**config.mk**
```make
export PLATFORM = sky130hd
export DESIGN_NAME = tsc_adc_resp
export DESIGN_NICKNAME = d
export VERILOG_FILES = /design/src/rtl/tsc_pkg.sv /design/src/rtl/tsc_spi_shifter.sv /design/src/rtl/tsc_code_gen.sv /design/src/rtl/tsc_resp_seq.sv /design/src/rtl/tsc_adc_resp.sv
export SDC_FILE = /design/constraint.sdc
export NUM_CORES = 1
export LEC_CHECK = 0
export BUFFER_PORTS_ARGS = -buffer_cell sky130_fd_sc_hd__buf_2
export CORE_ASPECT_RATIO = 0.6
export CORE_MARGIN = 2
export CORE_UTILIZATION = 55
export DETAILED_ROUTE_END_ITERATION = 12
export GPL_ROUTABILITY_DRIVEN = 0
export PLACE_DENSITY = 0.81
export SLEW_MARGIN = 30
export SYNTH_ARGS = -nofsm -noshare
export SYNTH_HDL_FRONTEND = slang
export SYNTH_HIERARCHICAL = 1
export SYNTH_SLANG_ARGS = --single-unit
```
**constraint.sdc**
```tcl
create_clock -name clk_i -period 3.8 [get_ports clk_i]
set_input_delay 0.57 -clock clk_i [delete_from_list [all_inputs] [get_ports clk_i]]
set_output_delay 0.57 -clock clk_i [all_outputs]
set_load 0.02 [all_outputs]
```
**src/rtl/tsc_pkg.sv**
```systemverilog
package tsc_pkg;
  localparam int BYTE_W = 8;
  localparam int CODE_W = 12;
  localparam int CHAN_W = 3;

  localparam logic [CHAN_W-1:0] CH_STATUS = 3'd0;
  localparam logic [CHAN_W-1:0] CH_Y      = 3'd1;
  localparam logic [CHAN_W-1:0] CH_X      = 3'd5;

  localparam int X_SPAN = 'hDD0;
  localparam int X_BASE = 'h100;
  localparam int Y_SPAN = 'hE70;
  localparam int Y_BASE = 'h0B0;
  localparam logic [CODE_W-1:0] CODE_MAX = '1;

  typedef enum logic [1:0] {
    RSP_NONE = 2'd0,
    RSP_LOW  = 2'd1,
    RSP_DONE = 2'd2
  } rsp_ph_e;
endpackage

```
**src/rtl/tsc_spi_shifter.sv**
```systemverilog
module tsc_spi_shifter
  import tsc_pkg::*;
#(
  parameter int SYNC_STAGES = 2
) (
  input  logic              clk_i,
  input  logic              rst_ni,
  input  logic              sclk_i,
  input  logic              cs_ni,
  input  logic              mosi_i,
  input  logic [BYTE_W-1:0] tx_byte_i,
  output logic              miso_o,
  output logic              cs_idle_o,
  output logic              sclk_fall_o,
  output logic              byte_done_o,
  output logic [BYTE_W-1:0] rx_byte_o
);
  localparam int CNT_W = $clog2(BYTE_W);
  localparam logic [CNT_W-1:0] LAST_BIT = CNT_W'(BYTE_W - 1);

  // bit 2: cs, bit 1: sclk, bit 0: mosi
  logic [2:0] sync_q [SYNC_STAGES];
  logic       sclk_prev_q;
  logic [CNT_W-1:0] bit_cnt_q;
  logic [BYTE_W-1:0] rx_q, tx_q;
  logic cs_s, sclk_s, mosi_s, rise;

  for (genvar g = 0; g < SYNC_STAGES; g++) begin : g_sync
    always_ff @(posedge clk_i or negedge rst_ni) begin
      if (!rst_ni) sync_q[g] <= 3'b100;
      else if (g == 0) sync_q[g] <= {cs_ni, sclk_i, mosi_i};
      else sync_q[g] <= sync_q[g-1];
    end
  end

  assign cs_s   = sync_q[SYNC_STAGES-1][2];
  assign sclk_s = sync_q[SYNC_STAGES-1][1];
  assign mosi_s = sync_q[SYNC_STAGES-1][0];

  assign rise        = sclk_s && !sclk_prev_q && !cs_s;
  assign sclk_fall_o = !sclk_s && sclk_prev_q && !cs_s;
  assign cs_idle_o   = cs_s;
  assign byte_done_o = rise && (bit_cnt_q == LAST_BIT);
  assign rx_byte_o   = {rx_q[BYTE_W-2:0], mosi_s};
  assign miso_o      = tx_q[BYTE_W-1];

  always_ff @(posedge clk_i or negedge rst_ni) begin
    if (!rst_ni) begin
      sclk_prev_q <= 1'b0;
      bit_cnt_q   <= '0;
      rx_q        <= '0;
      tx_q        <= '0;
    end else begin
      sclk_prev_q <= sclk_s;
      if (cs_s) begin
        bit_cnt_q <= '0;
        tx_q      <= '0;
      end else begin
        if (rise) begin
          rx_q      <= rx_byte_o;
          bit_cnt_q <= bit_cnt_q + 1'b1;
        end
        if (sclk_fall_o) begin
          // first fall of a byte presents the new response MSB
          if (bit_cnt_q == '0) tx_q <= tx_byte_i;
          else tx_q <= {tx_q[BYTE_W-2:0], 1'b0};
        end
      end
    end
  end
endmodule

```
**src/rtl/tsc_code_gen.sv**
```systemverilog
module tsc_code_gen
  import tsc_pkg::*;
#(
  parameter int SCREEN_W = 256,
  parameter int SCREEN_H = 192,
  localparam int XW = $clog2(SCREEN_W),
  localparam int YW = $clog2(SCREEN_H)
) (
  input  logic [CHAN_W-1:0] chan_i,
  input  logic              pen_down_i,
  input  logic [XW-1:0]     pen_x_i,
  input  logic [YW-1:0]     pen_y_i,
  output logic [CODE_W-1:0] code_o
);
  localparam int XPW = XW + CODE_W + 1;
  localparam int YPW = YW + CODE_W + 1;

  logic [XPW-1:0] x_full;
  logic [YPW-1:0] y_full;
  logic [CODE_W-1:0] x_code, y_code;

  always_comb begin
    x_full = (XPW'(pen_x_i) * XPW'(X_SPAN)) / XPW'(SCREEN_W) + XPW'(X_BASE);
    y_full = (YPW'(pen_y_i) * YPW'(Y_SPAN)) / YPW'(SCREEN_H) + YPW'(Y_BASE);
    x_code = (x_full > XPW'(CODE_MAX)) ? CODE_MAX : x_full[CODE_W-1:0];
    y_code = (y_full > YPW'(CODE_MAX)) ? CODE_MAX : y_full[CODE_W-1:0];
    unique case (chan_i)
      CH_X:    code_o = pen_down_i ? x_code : '0;
      CH_Y:    code_o = pen_down_i ? y_code : CODE_MAX;
      default: code_o = '0;
    endcase
  end
endmodule

```
**src/rtl/tsc_resp_seq.sv**
```systemverilog
module tsc_resp_seq
  import tsc_pkg::*;
(
  input  logic              clk_i,
  input  logic              rst_ni,
  input  logic              cs_idle_i,
  input  logic              byte_done_i,
  input  logic [BYTE_W-1:0] rx_byte_i,
  input  logic              pen_down_i,
  input  logic [CODE_W-1:0] code_i,
  output logic [BYTE_W-1:0] tx_byte_o,
  output rsp_ph_e           phase_o,
  output logic              pen_n_o
);
  localparam int LOW_W = CODE_W - (BYTE_W - 1);

  logic [CODE_W-1:0] code_q;
  logic is_ctrl;

  assign is_ctrl = rx_byte_i[BYTE_W-1];

  always_ff @(posedge clk_i or negedge rst_ni) begin
    if (!rst_ni) begin
      code_q    <= '0;
      tx_byte_o <= '0;
      phase_o   <= RSP_NONE;
      pen_n_o   <= 1'b1;
    end else if (cs_idle_i) begin
      tx_byte_o <= '0;
      phase_o   <= RSP_NONE;
    end else if (byte_done_i) begin
      if (is_ctrl) begin
        code_q    <= code_i;
        tx_byte_o <= {1'b0, code_i[CODE_W-1:LOW_W]};
        phase_o   <= RSP_LOW;
        if (rx_byte_i[BYTE_W-2 -: CHAN_W] == CH_STATUS) pen_n_o <= !pen_down_i;
      end else if (phase_o == RSP_LOW) begin
        tx_byte_o <= {code_q[LOW_W-1:0], {(BYTE_W-LOW_W){1'b0}}};
        phase_o   <= RSP_DONE;
      end else begin
        tx_byte_o <= '0;
      end
    end
  end
endmodule

```
**src/rtl/tsc_adc_resp.sv**
```systemverilog
module tsc_adc_resp
  import tsc_pkg::*;
#(
  parameter int SCREEN_W = 256,
  parameter int SCREEN_H = 192,
  parameter int SYNC_STAGES = 2,
  localparam int XW = $clog2(SCREEN_W),
  localparam int YW = $clog2(SCREEN_H)
) (
  input  logic          clk_i,
  input  logic          rst_ni,
  input  logic          sclk_i,
  input  logic          cs_ni,
  input  logic          mosi_i,
  output logic          miso_o,
  input  logic          pen_down_i,
  input  logic [XW-1:0] pen_x_i,
  input  logic [YW-1:0] pen_y_i,
  output logic          pen_n_o
);
  logic              cs_idle, sclk_fall, byte_done;
  logic [BYTE_W-1:0] rx_byte, tx_byte;
  logic [CODE_W-1:0] code;
  rsp_ph_e           phase;

  tsc_spi_shifter #(.SYNC_STAGES(SYNC_STAGES)) u_shift (
    .clk_i, .rst_ni, .sclk_i, .cs_ni, .mosi_i,
    .tx_byte_i   (tx_byte),
    .miso_o,
    .cs_idle_o   (cs_idle),
    .sclk_fall_o (sclk_fall),
    .byte_done_o (byte_done),
    .rx_byte_o   (rx_byte)
  );

  tsc_code_gen #(.SCREEN_W(SCREEN_W), .SCREEN_H(SCREEN_H)) u_code (
    .chan_i     (rx_byte[BYTE_W-2 -: CHAN_W]),
    .pen_down_i,
    .pen_x_i,
    .pen_y_i,
    .code_o     (code)
  );

  tsc_resp_seq u_seq (
    .clk_i, .rst_ni,
    .cs_idle_i   (cs_idle),
    .byte_done_i (byte_done),
    .rx_byte_i   (rx_byte),
    .pen_down_i,
    .code_i      (code),
    .tx_byte_o   (tx_byte),
    .phase_o     (phase),
    .pen_n_o
  );
endmodule

```
# --- Yosys cells after proc, flatten, opt, wreduce, memory -nomap -nowiden ---
# Index checks and enable logic that the tools add are counted.
totals:
  register_bits: 41
  in_bits: 22
  output_inout_bits: 2
  wordCells: 60
op_classes:
  addsub: 3
  n_mul: 2
  div: 1
  n_lt_le_gt_ge: 2
  eq_ne: 4
  muxes: 18
  bitwise_logic: 1
  reduce_logical: 19
ops:
  columns: ["op", "n"]
  rows:
  - ["8-bit two-way mux", 7]
  - ["12-bit two-way mux", 4]
  - ["21-bit by 12-bit greater-than comparator with 1-bit output (second input constant)", 2]
  - ["8-bit by 8-bit multiplier with 16-bit output (second input constant)", 2]
  - ["12-bit case mux with 2 select lines", 1]
  - ["21-bit by 8-bit adder with 21-bit output (second input constant)", 1]
  - ["20-bit by 8-bit divider with 21-bit output (second input constant)", 1]
  - ["12-bit by 9-bit adder with 13-bit output (second input constant)", 1]
  - ["2-bit two-way mux", 4]
  - ["3-bit == test (second input constant)", 2]
  - ["3-bit logical NOT", 2]
  - ["3-bit two-way mux", 2]
  - ["2-bit nonzero test", 3]
  - ["1-bit logical AND", 5]
  - ["1-bit logical NOT", 4]
  - ["2-bit AND reduction", 2]
  - ["4-bit AND reduction", 1]
  - ["3-bit by 1-bit adder with 3-bit output (second input constant)", 1]
  - ["3-bit by 1-bit == test with 1-bit output (second input constant)", 1]
  - ["3-bit AND reduction", 1]
  - ["3-bit nonzero test", 1]
  - ["2-bit by 1-bit == test with 1-bit output (second input constant)", 1]
  - ["1-bit NOT", 1]

# --- Longest topological paths before layout ---
depth:
  word_depth: 10
  ltp_mapped: 32
  ltp_nobuf: 29

# --- Hierarchy ---
# Netlist, hierarchy kept.
modules_own_cells:
  columns: ["mod", "instances", "cells_per_inst", "area_each_um2", "seq_area_each_um2"]
  rows:
  - ["tsc_code_gen", 1, 683, 5208.7, 0.0]
  - ["tsc_spi_shifter", 1, 69, 1028.5, 628.1]
  - ["tsc_resp_seq", 1, 53, 700.7, 401.6]

# --- Worst setup path after synthesis ---
# No wires, ideal clock.
synth_timing:
  path_kind: "in2reg"
  from: "input port pen_y_i[1]"
  to: "register u_seq.tx_byte_o[6]"
  setup_ns: 0.127
  t_arrival_ns: 7.607
  t_required_ns: 3.673
  setup_slack_ns: -3.934
  path_stages: 31
  n_path_buf: 3
  path_cell_list: "inv_1 > fa_1 > inv_1 > fa_1 > fa_1 > inv_1 > fa_1 > inv_1 > ha_1 > buf_6 > and3_4 > a221o_1 > a21o_1 > o31a_1 > xor2_1 > a41oi_1 > a22oi_1 > or4_1 > buf_2 > a211oi_4 > nor3_4 > inv_2 > ha_1 > nor3_1 > nor3_1 > o221ai_1 > clkbuf_1 > a211oi_1 > o32ai_1 > a221oi_1 > nor2_1"
synth_via:
  elab_chain_len: 10
synth_rtl:
  columns: ["item", "line", "text"]
  rows:
  - ["from (decl)", "tsc_adc_resp.sv:18", "input logic [YW-1:0] pen_y_i,"]
  - ["8-bit by 8-bit multiplier with 16-bit output (*)", "tsc_code_gen.sv:24", "y_full = (YPW'(pen_y_i) * YPW'(Y_SPAN)) / YPW'(SCREEN_H) + YPW'(Y_BASE);"]
  - ["20-bit by 8-bit divider with 21-bit output (*)", "tsc_code_gen.sv:24", null]
  - ["21-bit by 8-bit adder with 21-bit output (*)", "tsc_code_gen.sv:24", null]
  - ["21-bit by 12-bit greater-than comparator with 1-bit output", "tsc_code_gen.sv:26", "y_code = (y_full > YPW'(CODE_MAX)) ? CODE_MAX : y_full[CODE_W-1:0];"]
  - ["12-bit two-way mux (*)", "tsc_code_gen.sv:26", null]
  - ["12-bit two-way mux (*)", "tsc_code_gen.sv:29", "CH_Y: code_o = pen_down_i ? y_code : CODE_MAX;"]
  - ["12-bit case mux with 2 select lines (*)", "tsc_code_gen.sv:27", "unique case (chan_i)"]
  - ["net code[11]", "tsc_adc_resp.sv:23", "logic [CODE_W-1:0] code;"]
  - ["8-bit two-way mux (*)", "tsc_resp_seq.sv:32", "if (is_ctrl) begin"]
  - ["8-bit two-way mux (*)", "tsc_resp_seq.sv:31", "end else if (byte_done_i) begin"]
  - ["8-bit two-way mux (*)", "tsc_resp_seq.sv:28", "end else if (cs_idle_i) begin"]
  - ["to (signal assigned)", "tsc_resp_seq.sv:34", "tx_byte_o <= {1'b0, code_i[CODE_W-1:LOW_W]};"]
  - ["to (signal assigned)", "tsc_resp_seq.sv:38", "tx_byte_o <= {code_q[LOW_W-1:0], {(BYTE_W-LOW_W){1'b0}}};"]
  - ["to (decl)", "tsc_resp_seq.sv:11", "output logic [BYTE_W-1:0] tx_byte_o,"]
# The timed path passes the listed nets; every way through them passes the cells marked *. The select of a mux whose other input is x is not followed.
# A chain may end at the register's enable or synchronous reset.

# --- Worst setup path in the final report ---
layout_timing:
  from: "input port pen_y_i[0]"
  to: "register u_seq.tx_byte_o[3]"
# Same word-level chain as after synthesis.

==> results.cfg <==
[placed_design]
placement.io_buffers = 23
dp.final_hpwl_um = 16600
placement.cell_area_mm2 = 0.00886

[global_route]
grt_max_degree = 42
grt_antenna_before_repair = 0
grt_first_pass_wirelength_um = 36700
global_route.usage.total = 0.336
vias_in_the_first_global_route = 7270
gr-total-overflow = 0

[clocking]
cts_buffers = 5
cts.reportedPaths.clkPinSlew_ns = 0.06
clockBufferDepth = 2
clock_latency_ns = 0.29
tritoncts_clock_tree = built
clock-sinks = 41
master_cell_of_the_clock_root_buffer = sky130_fd_sc_hd__clkbuf_16
htreeDepth = 2

[die]
initial_utilization = 0.569
floorplan.core_area_mm2 = 0.0122
chipHeight_um = 91.0
die_w_um = 149
core.rowCount = 31
top_level_ports = 24
die-area_mm2 = 0.0135

[layout]
area.growth.synth_to_final_pct = 39.6
final_instance_area_mm2 = 0.00967
final_layout_size_suffix_gt1_frac = 0.386
finalNetCount = 1200
fillers = 639
antenna-diode-count = 0

[drt]
detailroute.via_count = 8376
drt_first_pass_iters = 11
dr_wl_met3_um = 3990
detail_route.drc_violations = 0
initialDrtViolationCount = 1552
met2_length_um = 11700
drt-vias-per-instance = 6.91
detail_route.wl_per_cell_um = 23.7
route.antenna.remaining_nets = 0
highest-signal-layer = met4
met1Wirelength_um = 10600
drt_wl_total_um = 28700

[synthesis]
syn_inst = 804
post_synth.cell_area_avg_um2 = 8.62
synth_warnings = 6
synthesis.area_mm2 = 0.00693
syn_nets = 958

[timing]
unrepaired_setup_endpoints_after_global_routing = true
finClkSkew_ns = 0.00746
timing.fmax_mhz = 132
fin_hold_ws_ns = 0.263
period_minus_slack_ns = 7.57
setup-violations-final = 12
fin_ws_ns = -3.77
final_max_slew_viol_count = 0
period_utilization = 1.99
slew_headroom = 0.215
timing_hold_violations_final = 0
timing.setup.tns_ns = -43.13
tightestPinTransition_ns = 1.18

[worst_setup_path]
setup.worst_path.start_class = input port
path_max_fanout = 5
cp.required_ns = 3.97
reg2reg_from = u_shift/rx_q[3]$_DFFE_PN0P_
worst_path_max_delay_cell = sky130_fd_sc_hd__fa_2
worst-path-buf-inv = 10
rr_endpoint = u_seq/code_q[1]$_DFFE_PN0P_
critical_path.most_common_cell = sky130_fd_sc_hd__buf_4
setup.worst_path.start = pen_y_i[0]
critPathKind = input port to flip-flop
cp_data_arrival_time_ns = 7.74
max_stage_delay_ns = 0.60
critical-path-top-delay-family = adder cells
worst_reg_to_reg_path_cell_count = 5
timing.critical_path.to_type = flip-flop
regToRegSetupSlack_ns = 1.36

[run_status]
outcome = finished, violations left
failing_checks = setup timing

[flow_run]
max_cap_viol_count = 0

[hold_path]
worstHoldPathType = input port to async pin
per-stage QoR:
stage / utilization / setup slack [ns] / instances
after global placement: 0.728 / -3.69 / 1181
after detailed placement: 0.728 / -4.07 / 1181
after floorplan: - / -3.64 / 804
after global routing: 0.794 / -3.86 / 1212
final: 0.794 / -3.77 / 1212
after CTS: 0.762 / -3.32 / 1199
placed cells by master (no fill, tap or decap), types with 9 or more instances in the layout:
| master | instances |
|---|---|
| sky130_fd_sc_hd__buf_4 | 231 |
| sky130_fd_sc_hd__inv_1 | 98 |
| sky130_fd_sc_hd__ha_1 | 88 |
| sky130_fd_sc_hd__nor2_1 | 58 |
| sky130_fd_sc_hd__nand2_1 | 47 |
| sky130_fd_sc_hd__a21oi_1 | 42 |
| sky130_fd_sc_hd__fa_1 | 40 |
| sky130_fd_sc_hd__o21ai_0 | 38 |
| sky130_fd_sc_hd__dfrtp_1 | 38 |
| sky130_fd_sc_hd__xnor2_1 | 20 |
| sky130_fd_sc_hd__buf_2 | 19 |
| sky130_fd_sc_hd__nor3_1 | 19 |
| sky130_fd_sc_hd__buf_6 | 15 |
| sky130_fd_sc_hd__mux2i_1 | 15 |
| sky130_fd_sc_hd__mux2_2 | 11 |
| sky130_fd_sc_hd__nand3_1 | 11 |
| sky130_fd_sc_hd__nor2b_1 | 10 |
| sky130_fd_sc_hd__a21o_1 | 9 |
| sky130_fd_sc_hd__xor2_1 | 9 |
metal layers:
metal	GRT usage	up-vias
met5	0	-
met4	0.0754	0
met3	0.0688	322
met2	0.526	902
met1	0.479	3823
li1	-	3329
flip-flops by register name, indices dropped and copies added, names as in the netlist:
name	cells
u_shift/sync_q	3
u_shift/sclk_s	1
u_seq/code_q	5
u_seq/phase_o	2
u_shift/bit_cnt_q	3
u_shift/cs_idle_o	1
u_shift/tx_q	8
u_shift/rx_q	7
u_seq/tx_byte_o	8
u_shift/sclk_prev_q	1
u_shift/rx_byte_o	1
u_seq/pen_n_o	1
what timing repair did:
action	CTS	global route
resized for setup	43	69
setup endpoints to repair	12	12
buffers inserted	10	13
hold buffers	0	0
pin swaps	30	35
cloned	0	1
final cells by class:
class                           instances  area, um2  share of cell area
Clock buffer                            7        153              0.0158
Clock inverter                          1       5.00            0.000517
Inverter                              105        414              0.0428
Multi-Input combinational cell        626       5830               0.602
Sequential cell                        41       1030               0.106
Tap cell                              165        206              0.0213
Timing Repair Buffer                  267       2040               0.211
worst max path at each step:
| stage | to | slack (ns) | cells past startpoint |
|---|---|---|---|
| 5_1_grt | u_seq/tx_byte_o[3]$_DFFE_PN0P_ | -3.86 | 33 |
| 6_report | u_seq/tx_byte_o[3]$_DFFE_PN0P_ | -3.77 | 33 |
| 3_3_place_gp | u_seq/tx_byte_o[5]$_DFFE_PN0P_ | -3.69 | 31 |
| 4_1_cts | u_seq/tx_byte_o[3]$_DFFE_PN0P_ | -3.32 | 33 |
| 2_1_floorplan | u_seq/tx_byte_o[6]$_DFFE_PN0P_ | -3.64 | 31 |
| 3_5_place_dp | u_seq/tx_byte_o[5]$_DFFE_PN0P_ | -4.07 | 31 |
Power is left out: the tool's default activity adds up to more than one toggle a clock period on the data nets, which glitch-free logic cannot reach.
